`src/rtl/pwm_timer_pkg.sv`:
```
package pwm_timer_pkg;

    // Per-channel control field, LSB first: enable, tick select, irq enable, pin enable
    typedef struct packed {
        logic pin_en;
        logic irq_en;
        logic tick_sel;
        logic enable;
    } ch_ctrl_t;

    localparam int CTRL_FIELD_W = 4;

    typedef enum logic [1:0] {
        CH_OFF  = 2'd0,
        CH_RUN  = 2'd1,
        CH_HOLD = 2'd2
    } ch_state_e;

    // register index inside a channel block (address bits [3:2])
    localparam logic [1:0] REG_COUNT = 2'd0;
    localparam logic [1:0] REG_RELOAD = 2'd1;
    localparam logic [1:0] REG_CMPA = 2'd2;
    localparam logic [1:0] REG_CMPB = 2'd3;

endpackage

```
`src/rtl/pwm_bus_decode.sv`:
```
module pwm_bus_decode
    import pwm_timer_pkg::*;
#(
    parameter int NUM_CH    = 4,
    parameter int ADDR_W    = 8,
    parameter int CTRL_OFS  = 'h30,
    parameter int CH_BASE   = 'h50,
    parameter int CH_STRIDE = 'h10,
    localparam int FIELD_BITS = NUM_CH * CTRL_FIELD_W
) (
    input  logic                                   clk,
    input  logic                                   rst_n,
    input  logic [ADDR_W-1:0]                      addr,
    input  logic                                   we,
    input  logic [FIELD_BITS-1:0]                  ctrl_wdata,
    output logic [NUM_CH-1:0][CTRL_FIELD_W-1:0]    ctrl_q,
    output logic                                   hit_ctrl,
    output logic [NUM_CH-1:0]                      hit_ch,
    output logic [1:0]                             reg_sel,
    output logic [NUM_CH-1:0]                      wr_cnt,
    output logic [NUM_CH-1:0]                      wr_rld,
    output logic [NUM_CH-1:0]                      wr_cmpa,
    output logic [NUM_CH-1:0]                      wr_cmpb
);

    localparam logic [ADDR_W-1:0] CTRL_ADDR = ADDR_W'(CTRL_OFS);

    assign hit_ctrl = (addr == CTRL_ADDR);
    assign reg_sel  = addr[3:2];

    // channel blocks are 16-byte aligned: compare upper bits, require word alignment
    for (genvar k = 0; k < NUM_CH; k++) begin : g_hit
        localparam logic [ADDR_W-1:0] BLK = ADDR_W'(CH_BASE + k * CH_STRIDE);
        assign hit_ch[k]  = (addr[ADDR_W-1:4] == BLK[ADDR_W-1:4]) && (addr[1:0] == 2'b00);
        assign wr_cnt[k]  = we && hit_ch[k] && (reg_sel == REG_COUNT);
        assign wr_rld[k]  = we && hit_ch[k] && (reg_sel == REG_RELOAD);
        assign wr_cmpa[k] = we && hit_ch[k] && (reg_sel == REG_CMPA);
        assign wr_cmpb[k] = we && hit_ch[k] && (reg_sel == REG_CMPB);
    end

    always_ff @(posedge clk or negedge rst_n) begin
        if (!rst_n) begin
            ctrl_q <= '0;
        end else if (we && hit_ctrl) begin
            ctrl_q <= ctrl_wdata;
        end
    end

endmodule

```
`src/rtl/pwm_chan.sv`:
```
module pwm_chan
    import pwm_timer_pkg::*;
#(
    parameter int CNT_W = 32
) (
    input  logic             clk,
    input  logic             rst_n,
    input  ch_ctrl_t         ctrl,
    input  logic             ext_tick,
    input  logic [CNT_W-1:0] wdata,
    input  logic             wr_cnt,
    input  logic             wr_rld,
    input  logic             wr_cmpa,
    input  logic             wr_cmpb,
    output logic [CNT_W-1:0] cnt_o,
    output logic [CNT_W-1:0] rld_o,
    output logic [CNT_W-1:0] cmpa_o,
    output logic [CNT_W-1:0] cmpb_o,
    output logic             pwm_o,
    output logic             irq_o
);

    ch_state_e        st_q, st_d;
    logic [CNT_W-1:0] cnt_q, rld_q, cmpa_q, cmpb_q;
    logic [CNT_W-1:0] cnt_dn;
    logic             cfg_ok, at_zero, step, irq_q;

    assign cfg_ok  = (rld_q != '0) && (cmpa_q != '0);
    assign at_zero = (cnt_q == '0);
    assign cnt_dn  = cnt_q - 1'b1;

    // state register
    always_ff @(posedge clk or negedge rst_n) begin
        if (!rst_n) st_q <= CH_OFF;
        else        st_q <= st_d;
    end

    // next state
    always_comb begin
        st_d = st_q;
        unique case (st_q)
            CH_OFF: begin
                if (ctrl.enable) st_d = cfg_ok ? CH_RUN : CH_HOLD;
            end
            CH_RUN: begin
                if (!ctrl.enable)  st_d = CH_OFF;
                else if (!cfg_ok)  st_d = CH_HOLD;
            end
            CH_HOLD: begin
                if (!ctrl.enable)  st_d = CH_OFF;
                else if (cfg_ok)   st_d = CH_RUN;
            end
            default: st_d = CH_OFF;
        endcase
    end

    // state outputs: count step and pin level
    always_comb begin
        step  = 1'b0;
        pwm_o = 1'b0;
        unique case (st_q)
            CH_RUN: begin
                step  = ctrl.enable && cfg_ok && (ctrl.tick_sel ? ext_tick : 1'b1);
                pwm_o = ctrl.enable && ctrl.pin_en && cfg_ok && (cnt_q > cmpa_q);
            end
            CH_OFF, CH_HOLD: begin
                step  = 1'b0;
                pwm_o = 1'b0;
            end
            default: begin
                step  = 1'b0;
                pwm_o = 1'b0;
            end
        endcase
    end

    // settings
    always_ff @(posedge clk or negedge rst_n) begin
        if (!rst_n) begin
            rld_q  <= '0;
            cmpa_q <= '0;
            cmpb_q <= '0;
        end else begin
            if (wr_rld)  rld_q  <= wdata;
            if (wr_cmpa) cmpa_q <= wdata;
            if (wr_cmpb) cmpb_q <= wdata;
        end
    end

    // counter: bus load wins over stepping
    always_ff @(posedge clk or negedge rst_n) begin
        if (!rst_n) begin
            cnt_q <= '0;
        end else if (wr_cnt) begin
            cnt_q <= wdata;
        end else if (step) begin
            cnt_q <= at_zero ? rld_q : cnt_dn;
        end
    end

    // interrupt pulse on arrival at zero or compare B
    always_ff @(posedge clk or negedge rst_n) begin
        if (!rst_n) begin
            irq_q <= 1'b0;
        end else begin
            irq_q <= ctrl.irq_en && step && !at_zero && !wr_cnt && !wr_cmpb
                     && ((cnt_dn == '0) || (cnt_dn == cmpb_q));
        end
    end

    assign irq_o  = irq_q;
    assign cnt_o  = cnt_q;
    assign rld_o  = rld_q;
    assign cmpa_o = cmpa_q;
    assign cmpb_o = cmpb_q;

endmodule

```
`src/rtl/pwm_timer_bank.sv`:
```
module pwm_timer_bank
    import pwm_timer_pkg::*;
#(
    parameter int NUM_CH    = 4,
    parameter int DATA_W    = 32,
    parameter int ADDR_W    = 8,
    parameter int CTRL_OFS  = 'h30,
    parameter int CTRL_LSB  = 16,
    parameter int CH_BASE   = 'h50,
    parameter int CH_STRIDE = 'h10
) (
    input  logic              clk,
    input  logic              rst_n,
    input  logic [ADDR_W-1:0] bus_addr,
    input  logic [DATA_W-1:0] bus_wdata,
    input  logic              bus_we,
    input  logic              bus_re,
    output logic [DATA_W-1:0] bus_rdata,
    input  logic              ext_tick,
    output logic [NUM_CH-1:0] pwm_o,
    output logic [NUM_CH-1:0] irq_o
);

    localparam int FIELD_BITS = NUM_CH * CTRL_FIELD_W;

    logic [NUM_CH-1:0][CTRL_FIELD_W-1:0] ctrl_q;
    logic                                hit_ctrl;
    logic [NUM_CH-1:0]                   hit_ch;
    logic [1:0]                          reg_sel;
    logic [NUM_CH-1:0]                   wr_cnt, wr_rld, wr_cmpa, wr_cmpb;
    logic [NUM_CH-1:0][DATA_W-1:0]       cnt_all, rld_all, cmpa_all, cmpb_all;
    logic [DATA_W-1:0]                   rd_val;

    pwm_bus_decode #(
        .NUM_CH   (NUM_CH),
        .ADDR_W   (ADDR_W),
        .CTRL_OFS (CTRL_OFS),
        .CH_BASE  (CH_BASE),
        .CH_STRIDE(CH_STRIDE)
    ) u_decode (
        .clk       (clk),
        .rst_n     (rst_n),
        .addr      (bus_addr),
        .we        (bus_we),
        .ctrl_wdata(bus_wdata[CTRL_LSB +: FIELD_BITS]),
        .ctrl_q    (ctrl_q),
        .hit_ctrl  (hit_ctrl),
        .hit_ch    (hit_ch),
        .reg_sel   (reg_sel),
        .wr_cnt    (wr_cnt),
        .wr_rld    (wr_rld),
        .wr_cmpa   (wr_cmpa),
        .wr_cmpb   (wr_cmpb)
    );

    for (genvar k = 0; k < NUM_CH; k++) begin : g_ch
        pwm_chan #(.CNT_W(DATA_W)) u_chan (
            .clk     (clk),
            .rst_n   (rst_n),
            .ctrl    (ch_ctrl_t'(ctrl_q[k])),
            .ext_tick(ext_tick),
            .wdata   (bus_wdata),
            .wr_cnt  (wr_cnt[k]),
            .wr_rld  (wr_rld[k]),
            .wr_cmpa (wr_cmpa[k]),
            .wr_cmpb (wr_cmpb[k]),
            .cnt_o   (cnt_all[k]),
            .rld_o   (rld_all[k]),
            .cmpa_o  (cmpa_all[k]),
            .cmpb_o  (cmpb_all[k]),
            .pwm_o   (pwm_o[k]),
            .irq_o   (irq_o[k])
        );
    end

    // read mux: unmapped addresses give zero
    always_comb begin
        rd_val = '0;
        if (hit_ctrl) begin
            rd_val[CTRL_LSB +: FIELD_BITS] = ctrl_q;
        end
        for (int k = 0; k < NUM_CH; k++) begin
            if (hit_ch[k]) begin
                unique case (reg_sel)
                    REG_COUNT:  rd_val = cnt_all[k];
                    REG_RELOAD: rd_val = rld_all[k];
                    REG_CMPA:   rd_val = cmpa_all[k];
                    REG_CMPB:   rd_val = cmpb_all[k];
                    default:    rd_val = '0;
                endcase
            end
        end
    end

    always_ff @(posedge clk or negedge rst_n) begin
        if (!rst_n)      bus_rdata <= '0;
        else if (bus_re) bus_rdata <= rd_val;
    end

endmodule

```
`config.mk`:
```
export PLATFORM = sky130hd
export DESIGN_NAME = pwm_timer_bank
export DESIGN_NICKNAME = d
export VERILOG_FILES = /design/src/rtl/pwm_timer_pkg.sv /design/src/rtl/pwm_bus_decode.sv /design/src/rtl/pwm_chan.sv /design/src/rtl/pwm_timer_bank.sv
export SDC_FILE = /design/constraint.sdc
export NUM_CORES = 2
export LEC_CHECK = 0
export BUFFER_PORTS_ARGS = -buffer_cell sky130_fd_sc_hd__buf_4
export CAP_MARGIN = 20
export CELL_PAD_IN_SITES_DETAIL_PLACEMENT = 1
export CELL_PAD_IN_SITES_GLOBAL_PLACEMENT = 1
export CORE_MARGIN = 2
export CORE_UTILIZATION = 31
export CTS_CLUSTER_SIZE = 8
export DETAILED_ROUTE_END_ITERATION = 10
export GPL_ROUTABILITY_DRIVEN = 0
export GPL_TIMING_DRIVEN = 0
export PLACE_DENSITY = 0.59
export SETUP_SLACK_MARGIN = 0.3
export SLEW_MARGIN = 5
export SYNTH_ARGS = -nofsm -noshare
export SYNTH_HDL_FRONTEND = slang
export SYNTH_SLANG_ARGS = --single-unit
```
`constraint.sdc`:
```
create_clock -name clk -period 4.9 [get_ports clk]
set_clock_uncertainty 0.1 [all_clocks]
set_input_delay 0.98 -clock clk [delete_from_list [all_inputs] [get_ports clk]]
set_output_delay 0.98 -clock clk [all_outputs]
set_load 0.02 [all_outputs]
```
Word level (Yosys, flattened, before mapping)
Index checks and enable logic that the tools add are counted.

word-level totals
  register bits = 572
  bits in latches = 0
  RAM bits = 0
  memory bits (read-only) = 0
  bits of input ports = 45
  output and inout port bits = 40
  logic and storage cells = 245
  memories kept = 0

operators by class
  $add $sub $neg = 4
  multiply operators = 0
  div/mod/pow operators = 0
  order comparisons = 4
  equal/unequal tests = 32
  shift-type cells = 0
  muxes and demuxes = 61
  bitwise gates (word level) = 0
  reductions and logical operators = 115

operators by type and width
  kind                   number
  $mux 32                16
  $pmux 32 s4            4
  $logic_not 32->1       8
  $reduce_bool 32->1     8
  $eq 32x32->1           4
  $gt 32x32->1           4
  $sub 32x1->32 const B  4
  $logic_and 1x1->1      69
  $mux 2                 24
  $pmux 2 s3             4
  $mux 16                1
  $eq 2x2->1 const B     6
  $eq 4x3->1 const B     3
  $logic_not 1->1        12
  $logic_not 2->1        6
  $mux 1                 12
  $ne 3x2->1 const B     4
  $ne 3x3->1 const B     4
  $reduce_and 3->1       4
  $eq 2x1->1 const B     5
  $eq 8x6->1 const B     1
  $ne 2x2->1 const B     4
  $reduce_bool 2->1      4
  $eq 4x4->1 const B     1
  $logic_or 1x1->1       4

Longest topological paths before layout
  depth after elaboration = 10
  depth in mapped cells = 14
  depth with buffers taken out = 10

Cells and area by module
From an unflattened synthesis, not the netlist that was laid out.

second synthesis, totals
  cell total of the unflattened synthesis = 4,093
  area total of the unflattened synthesis = 38,324.3 sq um

modules (own cells, without submodules)
  module                          times used  cells each  area an instance (sq um)  sequential area each (sq um)
  pwm_chan at g_ch[0].u_chan ...  3           923         8,202.9                   3,278.1
  pwm_chan at g_ch[3].u_chan      1           780         7,772.5                   3,278.1
  pwm_timer_bank                  1           473         5,097.4                   800.8
  pwm_bus_decode                  1           71          845.8                     400.4

Worst setup path before layout
Ideal clock, no wire load.

  kind = input to register
  start point = input port bus_addr[3]
  end point = register bus_rdata[6]
  setup time = 0.137 ns
  data arrival time = 3.374 ns
  data required time = 4.663 ns
  setup slack = 1.289 ns
  stages = 8
  path buffers = 5
  cell sequence = buf_2 -> buf_2 -> buf_1 -> clkbuf_1 -> buf_2 -> mux4_2 -> a221oi_1 -> a21oi_1

between the ends
  longest elaborated chain between the ends = 6
  elaborated cells between the ends (all ways) = 12
  classes of those cells = eq/ne (3); mux (8); reduce/logical (1)

RTL lines
  item                                      RTL line              RTL
  start: declaration                        pwm_timer_bank.sv:14  input logic [ADDR_W-1:0] bus_addr,
  $eq 2x2->1, or another cell as far along  pwm_timer_bank.sv:84  unique case (reg_sel)
  $pmux 32 s4                               pwm_timer_bank.sv:84
  $mux 32 (3 in a row)                      pwm_timer_bank.sv:83  if (hit_ch[k]) begin
  $mux 32 *                                 pwm_timer_bank.sv:83
  end signal: assignment                    pwm_timer_bank.sv:97  else if (bus_re) bus_rdata <= rd_val;
  end: declaration                          pwm_timer_bank.sv:18  output logic [DATA_W-1:0] bus_rdata,

Every way passes the cells marked *; elsewhere a longest branch is shown, timed or not.
A chain may end at the register's enable or synchronous reset.

Worst setup path after layout
  start point = input port bus_addr[2]
  end point = register bus_rdata[0]

Same word-level chain as after synthesis.

==> impl_metrics.json <==
{
  "antenna_found_initial": 12,
  "synth_enable_flop_cells": 0,
  "wl_per_cell_um": 33.7,
  "p_seq_frac": 0.383,
  "dieArea_um2": 127000,
  "grtUsageTotal": 0.307,
  "switchingPower_uw": 4810,
  "hold_path_class": "in2async",
  "hold_slack_ns": 0.239,
  "cts_hold_buffers": 0,
  "sw_frac_of_total": 0.343,
  "remaining_drc_errors": 0,
  "yosysMostFrequentCell": "dfrtp_1",
  "cp-startpoint": "bus_addr[2]",
  "yosys_warnings": 0,
  "worst_setup_path_start_kind": "input pin",
  "start_util": 0.311,
  "row_count": 129,
  "synth_top_family_by_area": "multiplexers",
  "synth_top_area_frac": 0.372,
  "die_w_um": 356,
  "io_buffers": 80,
  "path_max_fanout": 11,
  "period_share": 0.951,
  "combPwrFrac": 0.234,
  "synth_compound_area_frac": 0.143,
  "p_per_area_nw_per_um2": 318,
  "viasPerCell": 6.13,
  "clock_path_buffers": 3,
  "grt_max_degree": 110,
  "finalSetupViolations": 0,
  "cts_tree": "done",
  "yosysTopAreaCell": "dfrtp_1",
  "critPathSlowestCell": "a221oi_1",
  "syn_nets": 4185,
  "htree_levels": 3,
  "total_power_uw": 14000,
  "drt-initial-drc-count": 3960,
  "crit_type": "in2reg",
  "grt_overflow": 0,
  "synth_seq_cells": 572,
  "detailroute.via_count": 35900,
  "final_max_slew_viol_count": 0,
  "netlist_instances": 4000,
  "path_cells": "clkbuf_1 -> clkdlybuf4s15_2 -> clkbuf_1 -> mux4_2 -> mux2i_1 -> nor2_1 -> a221oi_1 -> a21oi_1",
  "final-seq-area_um2": 14300,
  "status": "completed",
  "fin_tns_setup_ns": 0,
  "path_clk_slew_ns": 0.05,
  "rsz0062_at_grt": "no",
  "synthTopCellsByCount": "572 x dfrtp_1, 367 x mux2_2, 293 x nand2_1",
  "avgSynthCellArea_um2": 9.62,
  "end_kind": "register",
  "grt_pass1_wl_um": 277000,
  "hold_viol": 0,
  "pin_count": 85,
  "cts_inserted_buffers": 82,
  "synth_area_leaders": "dfrtp_1 37%, mux2_2 11%, mux4_2 7.5%",
  "rr_startpoint": "g_ch[3].u_chan.cnt_o[16]",
  "clkSinkCount": 572,
  "worstMarginPinSlew_ns": 1.26,
  "power_leakage_uw": 0.0187,
  "cp_common_cell": "clkbuf_1",
  "synth_area_um2": 38500,
  "drt_wl_total_um": 198000,
  "fmax_mhz": 215,
  "power.internal_uw": 9230,
  "coreArea_um2": 123000,
  "hpwl_um": 152000,
  "pwr-share-clk": 0.383,
  "area.growth.synth_to_final_pct": 14.9,
  "drtPass1Iterations": 5,
  "fin_crit_ns": 4.66,
  "synth-main-ff-cell": "dfrtp_1",
  "final_nets": 4390,
  "relSlewSlack": 0.155,
  "cp_slowest_stage_delay_ns": 0.85,
  "cap_viol_max_count": 0,
  "clkLatencyLatePin_ns": 0.68,
  "fp.dieH_um": 356,
  "final.fill_count": 14100,
  "required_ns": 5.31,
  "critPathArrivalTime_ns": 5.07,
  "final_layout_size_suffix_gt1_frac": 0.197,
  "grt_pass1_vias": 35700,
  "vdd_ir_drop_max_uv": 227,
  "synth_async_sr_flop_share": 1.00,
  "multi_input_area_um2": 22200,
  "synth_xor_xnor_area_share": 0.0451,
  "clockRootBuffer": "clkbuf_16",
  "ys_types": 92,
  "muxShareOfSynthArea": 0.187,
  "ant_nets": 0,
  "synth-simple-area-share": 0.153,
  "synth_seq_area_share": 0.372,
  "synth-adder-area-share": 0.0455
}
==> power groups by stage <==
stage / Clock (uW) / Combinational, uW / Sequential [uW]
6_report: 5380 / 3280 / 5380
5_1_grt: 5640 / 3470 / 5400
4_1_cts: 5460 / 3200 / 5370
3_5_place_dp: 0 / 3160 / 5440
3_3_place_gp: 0 / 3080 / 5430
2_1_floorplan: 0 / 1880 / 5280
==> worst max-delay path, delay by kind of cell <==
family	cells	cell delay (ns)
multiplexers	2	0.98
AND/OR/NAND/NOR	1	0.18
AO/OA/AOI/OAI	2	1.01
buffers and inverters	3	1.89
==> kinds of logic after synthesis <==
family | count (synthesis)
AO/OA/AOI/OAI | 922
XOR/XNOR | 198
adder cells (fa/ha/maj) | 140
buffers and inverters | 524
flip-flops | 572
multiplexers | 514
AND/OR/NAND/NOR | 1130
==> flip-flops by register name, indices dropped and copies added (netlist names) <==
signal              flops
g_ch.u_chan.cmpa_o    128
g_ch.u_chan.cmpb_o    128
g_ch.u_chan.cnt_o     128
g_ch.u_chan.rld_o     128
bus_rdata              32
u_decode.ctrl_q        16
g_ch.u_chan.st_q        8
g_ch.u_chan.irq_o       4
==> stage by stage <==
stage               cell area, um^2   util  instances  setup slack (ns)
floorplan                     38500      -       4000              1.29
global placement              41100  0.333       5717             -4.13
detailed placement            41800  0.338       5754            -0.915
CTS                           44100  0.357       5851             0.239
global route                  44200  0.358       5855             0.303
finish                        44200  0.358       5861             0.240
==> metal layers <==
| layer | part of all wire | track usage |
|---|---|---|
| met1 | 0.42 | 0.415 |
| met2 | 0.41 | 0.438 |
| met3 | 0.088 | 0.0644 |
| met4 | 0.079 | 0.209 |
| met5 | 0.0012 | 0.00852 |
==> worst paths after layout <==
kind / end / slack (ns) / depth (start not counted)
setup / recovery: bus_rdata[0] / 0.24 / 8
hold / removal: g_ch[2].u_chan.cmpb_o[4] / 0.24 / 1
setup reg to reg: g_ch[3].u_chan.cnt_o[28] / 0.50 / 11
hold reg to reg: bus_rdata[9] / 0.43 / 2
max in group asynchronous: g_ch[3].u_chan.cmpa_o[14] / 2.83 / 3
min in group clk: bus_rdata[9] / 0.43 / 2
==> placed cells by master (no fill, tap or decap), types with 25 or more instances in the layout <==
cell,n
nor2b_1,26
nand3_1,68
nor2_1,270
xnor2_1,127
o21ai_0,279
nand2b_1,26
nand4_1,83
a21o_1,30
a211oi_1,25
nand2_1,293
buf_2,26
buf_8,31
o22ai_1,94
clkbuf_16,85
dfrtp_1,569
or3_1,30
buf_4,92
nor3_1,60
ha_1,140
a21oi_1,286
nor4_1,116
clkbuf_1,244
buf_1,37
xor2_1,71
mux2_2,367
o21a_1,27
mux4_2,128
inv_1,193
==> final cells by class <==
| type | count | share of cell area |
|---|---|---|
| buffer | 330 | 0.0307 |
| inverter | 194 | 0.0165 |
| clock buffer | 92 | 0.0492 |
| clock inverter | 5 | 0.00158 |
| sequential | 572 | 0.324 |
| tap | 1637 | 0.0463 |
| timing repair buffer | 121 | 0.0286 |
| multi-input combinational | 2904 | 0.503 |
| antenna | 6 | 0.000340 |
==> what timing repair did <==
| action | CTS | global route |
|---|---|---|
| endpoints found under the setup margin | 14 | 15 |
| pin swaps | 0 | 1 |
| gates resized for setup | 18 | 21 |
| buffers inserted | 0 | 3 |
Power figures use the tool's default switching activity.
